`src/rtl/unit_clk_gate_pkg.sv`:
```
package unit_clk_gate_pkg;
    localparam int DEF_NUM_UNITS = 4;
    localparam int DEF_SCAN_W    = 4;
    localparam int DEF_ADDR_W    = 2;

    typedef enum logic [1:0] {
        SEL_HINT   = 2'd0,
        SEL_STATUS = 2'd1,
        SEL_NONE   = 2'd2
    } reg_sel_e;
endpackage

```
`src/rtl/unit_idle_sync.sv`:
```
module unit_idle_sync #(
    parameter int WIDTH = 4
) (
    input  logic             clk_i,
    input  logic             rst_ni,
    input  logic [WIDTH-1:0] async_i,
    output logic [WIDTH-1:0] sync_o
);
    typedef struct packed {
        logic [WIDTH-1:0] stage1;
        logic [WIDTH-1:0] stage2;
    } sync_state_t;

    sync_state_t st_d, st_q;

    always_comb begin
        st_d        = st_q;
        st_d.stage1 = async_i;
        st_d.stage2 = st_q.stage1;
    end

    // Reset to busy so that no clock stops before the unit is sampled.
    always_ff @(posedge clk_i or negedge rst_ni) begin
        if (!rst_ni) begin
            st_q <= '0;
        end else begin
            st_q <= st_d;
        end
    end

    assign sync_o = st_q.stage2;
endmodule

```
`src/rtl/unit_hint_regs.sv`:
```
module unit_hint_regs
    import unit_clk_gate_pkg::*;
#(
    parameter int                NUM_UNITS   = 4,
    parameter int                ADDR_W      = 2,
    parameter logic [ADDR_W-1:0] HINT_ADDR   = 0,
    parameter logic [ADDR_W-1:0] STATUS_ADDR = 1
) (
    input  logic                 clk_i,
    input  logic                 rst_ni,
    input  logic                 wr_i,
    input  logic                 rd_i,
    input  logic [ADDR_W-1:0]    addr_i,
    input  logic [NUM_UNITS-1:0] wdata_i,
    input  logic [NUM_UNITS-1:0] status_i,
    output logic [NUM_UNITS-1:0] hint_o,
    output logic [NUM_UNITS-1:0] rdata_o
);
    typedef struct packed {
        logic [NUM_UNITS-1:0] hint;
        logic [NUM_UNITS-1:0] rdata;
    } regs_state_t;

    regs_state_t st_d, st_q;
    reg_sel_e    sel;

    always_comb begin
        if (addr_i == HINT_ADDR) begin
            sel = SEL_HINT;
        end else if (addr_i == STATUS_ADDR) begin
            sel = SEL_STATUS;
        end else begin
            sel = SEL_NONE;
        end
    end

    always_comb begin
        st_d = st_q;
        if (wr_i && sel == SEL_HINT) begin
            st_d.hint = wdata_i;
        end
        if (rd_i) begin
            unique case (sel)
                SEL_HINT:   st_d.rdata = st_q.hint;
                SEL_STATUS: st_d.rdata = status_i;
                default:    st_d.rdata = '0;
            endcase
        end
    end

    always_ff @(posedge clk_i or negedge rst_ni) begin
        if (!rst_ni) begin
            st_q.hint  <= '1;
            st_q.rdata <= '0;
        end else begin
            st_q <= st_d;
        end
    end

    assign hint_o  = st_q.hint;
    assign rdata_o = st_q.rdata;
endmodule

```
`src/rtl/unit_gate_decide.sv`:
```
module unit_gate_decide #(
    parameter int                NUM_UNITS = 4,
    parameter int                SCAN_W    = 4,
    parameter logic [SCAN_W-1:0] SCAN_ON   = 4'b1010
) (
    input  logic                 clk_i,
    input  logic                 rst_ni,
    input  logic [NUM_UNITS-1:0] hint_i,
    input  logic [NUM_UNITS-1:0] idle_sync_i,
    input  logic                 clk_en_i,
    input  logic [SCAN_W-1:0]    scan_i,
    output logic [NUM_UNITS-1:0] status_o,
    output logic [NUM_UNITS-1:0] en_o
);
    typedef struct packed {
        logic [NUM_UNITS-1:0] en;
    } gate_state_t;

    gate_state_t          st_d, st_q;
    logic                 scan_active;
    logic [NUM_UNITS-1:0] keep_on;

    // Only the exact On code counts as scan; Off and invalid codes do not.
    assign scan_active = (scan_i == SCAN_ON);

    for (genvar u = 0; u < NUM_UNITS; u++) begin : g_unit
        assign keep_on[u] = hint_i[u] | ~idle_sync_i[u];
    end

    always_comb begin
        st_d = st_q;
        if (scan_active) begin
            st_d.en = '1;
        end else if (!clk_en_i) begin
            st_d.en = '0;
        end else begin
            st_d.en = keep_on;
        end
    end

    always_ff @(posedge clk_i or negedge rst_ni) begin
        if (!rst_ni) begin
            st_q.en <= '1;
        end else begin
            st_q <= st_d;
        end
    end

    assign status_o = keep_on;
    assign en_o     = st_q.en;
endmodule

```
`src/rtl/unit_clk_gate_ctrl.sv`:
```
module unit_clk_gate_ctrl
    import unit_clk_gate_pkg::*;
#(
    parameter int                NUM_UNITS   = DEF_NUM_UNITS,
    parameter int                SCAN_W      = DEF_SCAN_W,
    parameter int                ADDR_W      = DEF_ADDR_W,
    parameter logic [SCAN_W-1:0] SCAN_ON     = 4'b1010,
    parameter logic [ADDR_W-1:0] HINT_ADDR   = 0,
    parameter logic [ADDR_W-1:0] STATUS_ADDR = 1
) (
    input  logic                 clk_i,
    input  logic                 rst_ni,
    input  logic                 reg_wr_i,
    input  logic                 reg_rd_i,
    input  logic [ADDR_W-1:0]    reg_addr_i,
    input  logic [NUM_UNITS-1:0] reg_wdata_i,
    output logic [NUM_UNITS-1:0] reg_rdata_o,
    input  logic [NUM_UNITS-1:0] unit_idle_i,
    input  logic                 pwr_clk_en_i,
    input  logic [SCAN_W-1:0]    scan_mode_i,
    output logic [NUM_UNITS-1:0] unit_clk_en_o,
    output logic [NUM_UNITS-1:0] hint_status_o
);
    logic [NUM_UNITS-1:0] hint_q;
    logic [NUM_UNITS-1:0] idle_sync;
    logic [NUM_UNITS-1:0] status;

    unit_idle_sync #(
        .WIDTH (NUM_UNITS)
    ) u_sync (
        .clk_i   (clk_i),
        .rst_ni  (rst_ni),
        .async_i (unit_idle_i),
        .sync_o  (idle_sync)
    );

    unit_hint_regs #(
        .NUM_UNITS   (NUM_UNITS),
        .ADDR_W      (ADDR_W),
        .HINT_ADDR   (HINT_ADDR),
        .STATUS_ADDR (STATUS_ADDR)
    ) u_regs (
        .clk_i    (clk_i),
        .rst_ni   (rst_ni),
        .wr_i     (reg_wr_i),
        .rd_i     (reg_rd_i),
        .addr_i   (reg_addr_i),
        .wdata_i  (reg_wdata_i),
        .status_i (status),
        .hint_o   (hint_q),
        .rdata_o  (reg_rdata_o)
    );

    unit_gate_decide #(
        .NUM_UNITS (NUM_UNITS),
        .SCAN_W    (SCAN_W),
        .SCAN_ON   (SCAN_ON)
    ) u_decide (
        .clk_i       (clk_i),
        .rst_ni      (rst_ni),
        .hint_i      (hint_q),
        .idle_sync_i (idle_sync),
        .clk_en_i    (pwr_clk_en_i),
        .scan_i      (scan_mode_i),
        .status_o    (status),
        .en_o        (unit_clk_en_o)
    );

    assign hint_status_o = status;
endmodule

```
`config.mk`:
```
export PLATFORM = sky130hd
export DESIGN_NAME = unit_clk_gate_ctrl
export DESIGN_NICKNAME = d
export VERILOG_FILES = /design/src/rtl/unit_clk_gate_pkg.sv /design/src/rtl/unit_idle_sync.sv /design/src/rtl/unit_hint_regs.sv /design/src/rtl/unit_gate_decide.sv /design/src/rtl/unit_clk_gate_ctrl.sv
export SDC_FILE = /design/constraint.sdc
export NUM_CORES = 1
export LEC_CHECK = 0
export BUFFER_PORTS_ARGS = -buffer_cell sky130_fd_sc_hd__buf_2
export CORE_MARGIN = 2
export CORE_UTILIZATION = 27
export DETAILED_ROUTE_END_ITERATION = 8
export GPL_TIMING_DRIVEN = 1
export SLEW_MARGIN = 20
export SYNTH_ARGS = -nofsm -noshare
export SYNTH_HDL_FRONTEND = slang
export SYNTH_HIERARCHICAL = 1
export SYNTH_SLANG_ARGS = --single-unit
```
`constraint.sdc`:
```
create_clock -name clk_i -period 1.1 [get_ports clk_i]
set_clock_uncertainty 0.1 [all_clocks]
set_input_delay 0.11 -clock clk_i [delete_from_list [all_inputs] [get_ports clk_i]]
set_output_delay 0.11 -clock clk_i [all_outputs]
set_load 0.1 [all_outputs]
```
==> results_dict.tcl, run 1 <==
set metrics [dict create \
    hold_viol 0 \
    slowest_stage "dfstp_2" \
    violations "setup timing" \
    ff2ff_path_depth 5 \
    grt-ovfl-total 0 \
    dieWidth_um 56.6 \
    place_congestion 0.686 \
    period_share_pct 126 \
    layout_setup_ws_ns -0.289 \
    path_max_fanout 2 \
    period_minus_slack_ns 1.39 \
    dp_cells 109 \
    place_area_um2 1150 \
    slew-limit-headroom_pct 72.3 \
    worstSetupPathDepth 2 \
    rsz0062_at_grt "true" \
    io_buffers 30 \
    ys_ff_latch 20 \
    leakagePower_nw 0.663 \
    crit_chain "nand2b_4 -> buf_12" \
    drv_slew 0 \
    regArea_um2 515 \
    cts.path.max_buffers 2 \
    fin_cells 134 \
    finalSetupViolCount 18 \
    syn-num-nets 67 \
    grt_start_max_net_pins 21 \
    row_count 19 \
    crit_family "flip-flops" \
    ioPinCount 31 \
    p_total_mw 2.47 \
    initial_core_util_pct 27.9 \
    status "complete, but fails checks" \
    clkSlewWorstSetupHoldPaths_ns 0.11 \
    cts_made_buffers 3 \
    min_path_cells 3 \
    synth_area_per_cell_um2 15.6 \
    pre_cts_ws_ns 0.0303 \
    antenna_found_initial 0 \
    dieHeight_um 56.6 \
    grtUsageTotal_pct 11.1 \
    yosysWarnings 6 \
    nets 123 \
    postSynthCellCount 48 \
    cts_max_level 1 \
    routed_wl_um 1650 \
    first_pass_iters 3 \
    cp_data_required_time_ns 0.89 \
    drc_errors 0 \
    fmax_mhz 720 \
    vias_per_cell 4.19 \
    max_stage_delay_ns 0.55 \
    num_vias 562 \
    ys_seq_area_share_pct 68.2 \
    ant_nets 0 \
    area_growth_pct 87.8 \
    multi_input_area_um2 241 \
    grt_pass1_vias 649 \
    cp.buffers_inverters 1 \
    insertion_delay_ns 0.31 \
    grt_pass1_wl_um 2660 \
    critPathLaunchType "register" \
    hp-class "input port to register" \
    p_per_area_nw_per_um2 1760 \
    finalInstanceArea_um2 1410 \
    cts_sinks 20 \
    synthesis.area_um2 748 \
    core-area_um2 2690 \
    hold-worst-slack_ns 0.0957 \
    drv_cap 0 \
    num-fill-cells 219 \
    cts_tree "done" \
    die-area_um2 3210 \
    cp_data_arrival_time_ns 1.18 \
    ir_drop_uv 1840 \
    drive_gt1_share_pct 68.9 \
    synth.distinct_cells 11 \
    cp-end-kind "output pin" \
    path_class "register to output pin" \
    drtIter0Drc 3 \
    antennaDiodeCount 0 \
    wl_per_cell_um 12.3 \
    root_buffer "clkbuf_4" \
    worst_pin_slew_ns 0.415 \
]
-- layout by cell type, fill, tap and decap left out --
master         instances
a21o_2                 4
and4bb_4               1
buf_12                12
buf_2                 18
buf_4                  6
buf_6                  5
bufinv_16              1
clkbuf_4               3
dfrtp_1                8
dfrtp_2                4
dfstp_2                8
dlygate4sd3_1         11
inv_1                  4
mux2_2                 4
mux2i_1                4
nand2b_1               1
nand2b_4               4
nor3b_4                1
o22ai_1                4
-- what timing repair did --
action                                 in CTS  in global routing
setup buffers                               8                  3
endpoints found under the hold margin      36                  0
setup endpoints to repair                  12                 16
hold buffers                               11                  0
pin swaps                                   0                  4
resized for setup                           0                  5
-- power breakdown --
group          leakage, nW  internal, mW  total (mW)  switching, mW
clock network       0.0279         0.369       0.596          0.227
registers            0.223         0.848       0.906         0.0577
logic                0.412         0.430       0.972          0.542
total                0.663          1.65        2.47          0.827
-- per-stage QoR --
| stage | setup TNS [ns] | utilization, % |
|---|---|---|
| floorplan | -0.745 | - |
| global placement | 0 | 42.8 |
| detailed placement | 0 | 42.8 |
| CTS | -2.12 | 51.0 |
| global route | -2.93 | 52.3 |
| finish | -2.18 | 52.3 |
-- worst reg2reg max path, cell delays in order, from the launching register on --
cell      delay (ns)
dfstp_2         0.55
nand2b_4        0.14
buf_4           0.11
buf_6           0.08
mux2i_1         0.06
o22ai_1         0.12
-- cells by family (layout without fill, tap and decap cells) --
logic type | count (synthesis) | after routing | share of synthesized area (%)
DFF | 20 | 20 | 68.2
AOI/OAI and AO/OA | 8 | 8 | 8.03
and+or+nand+nor | 7 | 7 | 8.86
muxes | 8 | 8 | 11.4
buffers and inverters | 5 | 60 | 3.51
-- sequential cells by signal (all words and copies together) (netlist names) --
register / flops
u_regs/hint_o: 4
u_sync/sync_o: 4
u_regs/rdata_o: 4
u_sync/st_d: 4
u_decide/en_o: 4
-- final cells by class --
cell class                 instances  share of cell area (%)
timing repair buffer              52                    38.6
multi-input combinational         23                    17.2
inverter                           4                    1.07
tap                               31                    2.76
clock inverter                     1                    2.14
clock buffer                       3                    1.60
sequential                        20                    36.7
-- path summary, 6_finish.rpt --
check / slack (ns) / to / from
hold reg to reg: 0.26 / u_sync/sync_o[3]$_DFF_PN0_ / u_sync/st_d[3]$_DFF_PN0_
max in group asynchronous: 0.43 / u_regs/hint_o[3]$_DFFE_PN1P_ / rst_ni
hold / removal: 0.1 / u_regs/rdata_o[3]$_DFFE_PN0P_ / reg_addr_i[1]
setup / recovery: -0.29 / hint_status_o[2] / u_regs/hint_o[2]$_DFFE_PN1P_
setup reg to reg: -0.15 / u_regs/rdata_o[0]$_DFFE_PN0P_ / u_regs/hint_o[0]$_DFFE_PN1P_
min in group asynchronous: 0.14 / u_sync/st_d[1]$_DFF_PN0_ / rst_ni
-- synth_stat cells (all sizes together) --
cell type  count  area (um^2)
mux2i          4         40.0
nor3b          1         18.8
nand2b         5         31.3
dfrtp         12          300
inv            4         15.0
dfstp          8          210
a21o           4         35.0
buf            1         11.3
o22ai          4         25.0
and4bb         1         16.3
mux2           4         45.0
-- metal layers --
layer / wire, um / up-vias / GRT usage (%)
li1: - / 272 / -
met2: 952 / 19 / 21.8
met3: 56 / 3 / 2.07
met1: 604 / 268 / 11.0
met4: 31 / 0 / 5.10
met5: 0 / - / 0
Power figures use the tool's default switching activity.
==> run 2, diff against run 1 <==
==> constraint.sdc (replaced) <==
create_clock -name clk_i -period 1.1 [get_ports clk_i]
set_clock_uncertainty 0.1 [all_clocks]
set_input_delay 0.33 -clock clk_i [delete_from_list [all_inputs] [get_ports clk_i]]
set_output_delay 0.33 -clock clk_i [all_outputs]
set_load 0.1 [all_outputs]
==> results_dict.tcl, run 2 (synthesis gave the netlist of run 1 again) <==
set metrics [dict create \
    cts_made_buffers 3 \
    routed_wl_um 1350 \
    finalSetupViolCount 17 \
    grt-ovfl-total 0 \
    cp_data_required_time_ns 0.67 \
    cp-end-kind "output pin" \
    vias_per_cell 4.12 \
    clkSlewWorstSetupHoldPaths_ns 0.10 \
    worstSetupPathDepth 2 \
    max_stage_delay_ns 0.54 \
    area_growth_pct 73.2 \
    die-area_um2 3210 \
    critPathLaunchType "register" \
    grt_pass1_vias 539 \
    drive_gt1_share_pct 75.3 \
    leakagePower_nw 0.610 \
    num_vias 511 \
    cp_data_arrival_time_ns 1.15 \
    min_path_cells 1 \
    ant_nets 0 \
    p_per_area_nw_per_um2 1690 \
    nets 113 \
    insertion_delay_ns 0.29 \
    slowest_stage "dfstp_2" \
    antennaDiodeCount 0 \
    rrSetupSlack_ns -0.10 \
    layout_setup_ws_ns -0.484 \
    initial_core_util_pct 27.9 \
    hold-worst-slack_ns 0.0310 \
    ff2ff_path_depth 5 \
    grtUsageTotal_pct 9.64 \
    grt_pass1_wl_um 2360 \
    period_minus_slack_ns 1.58 \
    fmax_mhz 632 \
    first_pass_iters 3 \
    final_common_cell "buf_2" \
    dieWidth_um 56.6 \
    ir_drop_uv 1180 \
    p_total_mw 2.20 \
    core-area_um2 2690 \
    r2r-start "u_regs/hint_o[1]$_DFFE_PN1P_" \
    ioPinCount 31 \
    path_class "register to output pin" \
    status "complete, but fails checks" \
    root_buffer "clkbuf_4" \
    place_congestion 0.694 \
    io_buffers 30 \
    wl_per_cell_um 10.9 \
    slew-limit-headroom_pct 72.7 \
    cts_max_level 1 \
    dieHeight_um 56.6 \
    cts_sinks 20 \
    rr_endpoint "u_regs/rdata_o[1]$_DFFE_PN0P_" \
    grt_start_max_net_pins 21 \
    hp-class "input port to register" \
    drv_cap 0 \
    drv_slew 0 \
    cts.path.max_buffers 2 \
    num-fill-cells 252 \
    crit_family "flip-flops" \
    antenna_found_initial 0 \
    hold_viol 0 \
    worst_pin_slew_ns 0.410 \
    drc_errors 0 \
    violations "setup timing" \
    drtIter0Drc 5 \
    row_count 19 \
    setup.worst_path.start "u_regs/hint_o[1]$_DFFE_PN1P_" \
    crit_chain "nand2b_4 -> buf_12" \
    path_max_fanout 2 \
    cp.buffers_inverters 1 \
    layout_common_cells "buf_2, buf_12, dfrtp_1" \
    dp_hpwl_um 1050 \
    cts_tree "done" \
    period_share_pct 144 \
    rsz0062_at_grt "true" \
    critical_path.endpoint "hint_status_o[1]" \
]
## run 2: layout make-up
| type | count | area, um^2 | share of cell area [%] |
|---|---|---|---|
| Clock buffer | 4 | 26.3 | 2.03 |
| Inverter | 4 | 15.0 | 1.16 |
| Multi-Input combinational cell | 23 | 248 | 19.1 |
| Sequential cell | 20 | 531 | 40.9 |
| Tap cell | 31 | 38.8 | 2.99 |
| Timing Repair Buffer | 42 | 438 | 33.8 |
## run 2: worst register-to-register path: cells and delay by family (launching register included)
| kind | cells | cell delay [ns] |
|---|---|---|
| buf+inv | 2 | 0.19 |
| simple gates | 1 | 0.14 |
| flops | 1 | 0.54 |
| compound gates | 1 | 0.10 |
| mux | 1 | 0.06 |
## run 2: per-layer routing
metal | GRT usage [%] | part of all wire [%] | up-vias
met5 | 0 | 0 | -
met4 | 5.10 | 1.8 | 0
met3 | 1.38 | 5.8 | 2
met2 | 15.6 | 48 | 20
met1 | 12.4 | 44 | 235
li1 | - | - | 254
## run 2: what timing repair did
| item | 4_1_cts | 5_1_grt |
|---|---|---|
| setup endpoints to repair | 16 | 17 |
| resized for setup | 2 | 4 |
| gates cloned | 0 | 0 |
| hold endpoints to repair | 12 | 0 |
| hold buffers | 1 | 0 |
| pin swaps | 1 | 1 |
| buffers inserted | 2 | 3 |
## run 2: worst min path at each step
stage                              start                            end  slack, ns
after floorplan                   rst_ni  u_regs/rdata_o[0]$_DFFE_PN0P_      -0.07
after global placement            rst_ni       u_sync/st_d[2]$_DFF_PN0_       0.18
after detailed placement          rst_ni     u_sync/sync_o[0]$_DFF_PN0_       0.19
after CTS                 unit_idle_i[1]       u_sync/st_d[1]$_DFF_PN0_       0.02
after global routing      unit_idle_i[3]       u_sync/st_d[3]$_DFF_PN0_       0.02
final                     unit_idle_i[1]       u_sync/st_d[1]$_DFF_PN0_       0.03
## run 2: report_power, final
group / total (mW) / switching, mW / leakage (nW) / internal, mW
logic: 0.940 / 0.531 / 0.370 / 0.409
registers: 0.912 / 0.0550 / 0.226 / 0.857
clock network: 0.343 / 0.202 / 0.0150 / 0.141
total: 2.20 / 0.788 / 0.610 / 1.41
## run 2: through the flow
stage          area, um^2  setup slack, ns  utilization (%)  TNS, ns  cells
3_3_place_gp         1220           -0.169             45.3    -1.67    116
2_1_floorplan         798           -0.151                -    -2.13     48
4_1_cts              1270           -0.497             47.5    -4.94    123
3_5_place_dp         1220           -0.176             45.3    -1.72    116
5_1_grt              1300           -0.534             48.3    -5.36    124
6_report             1300           -0.484             48.3    -4.70    124
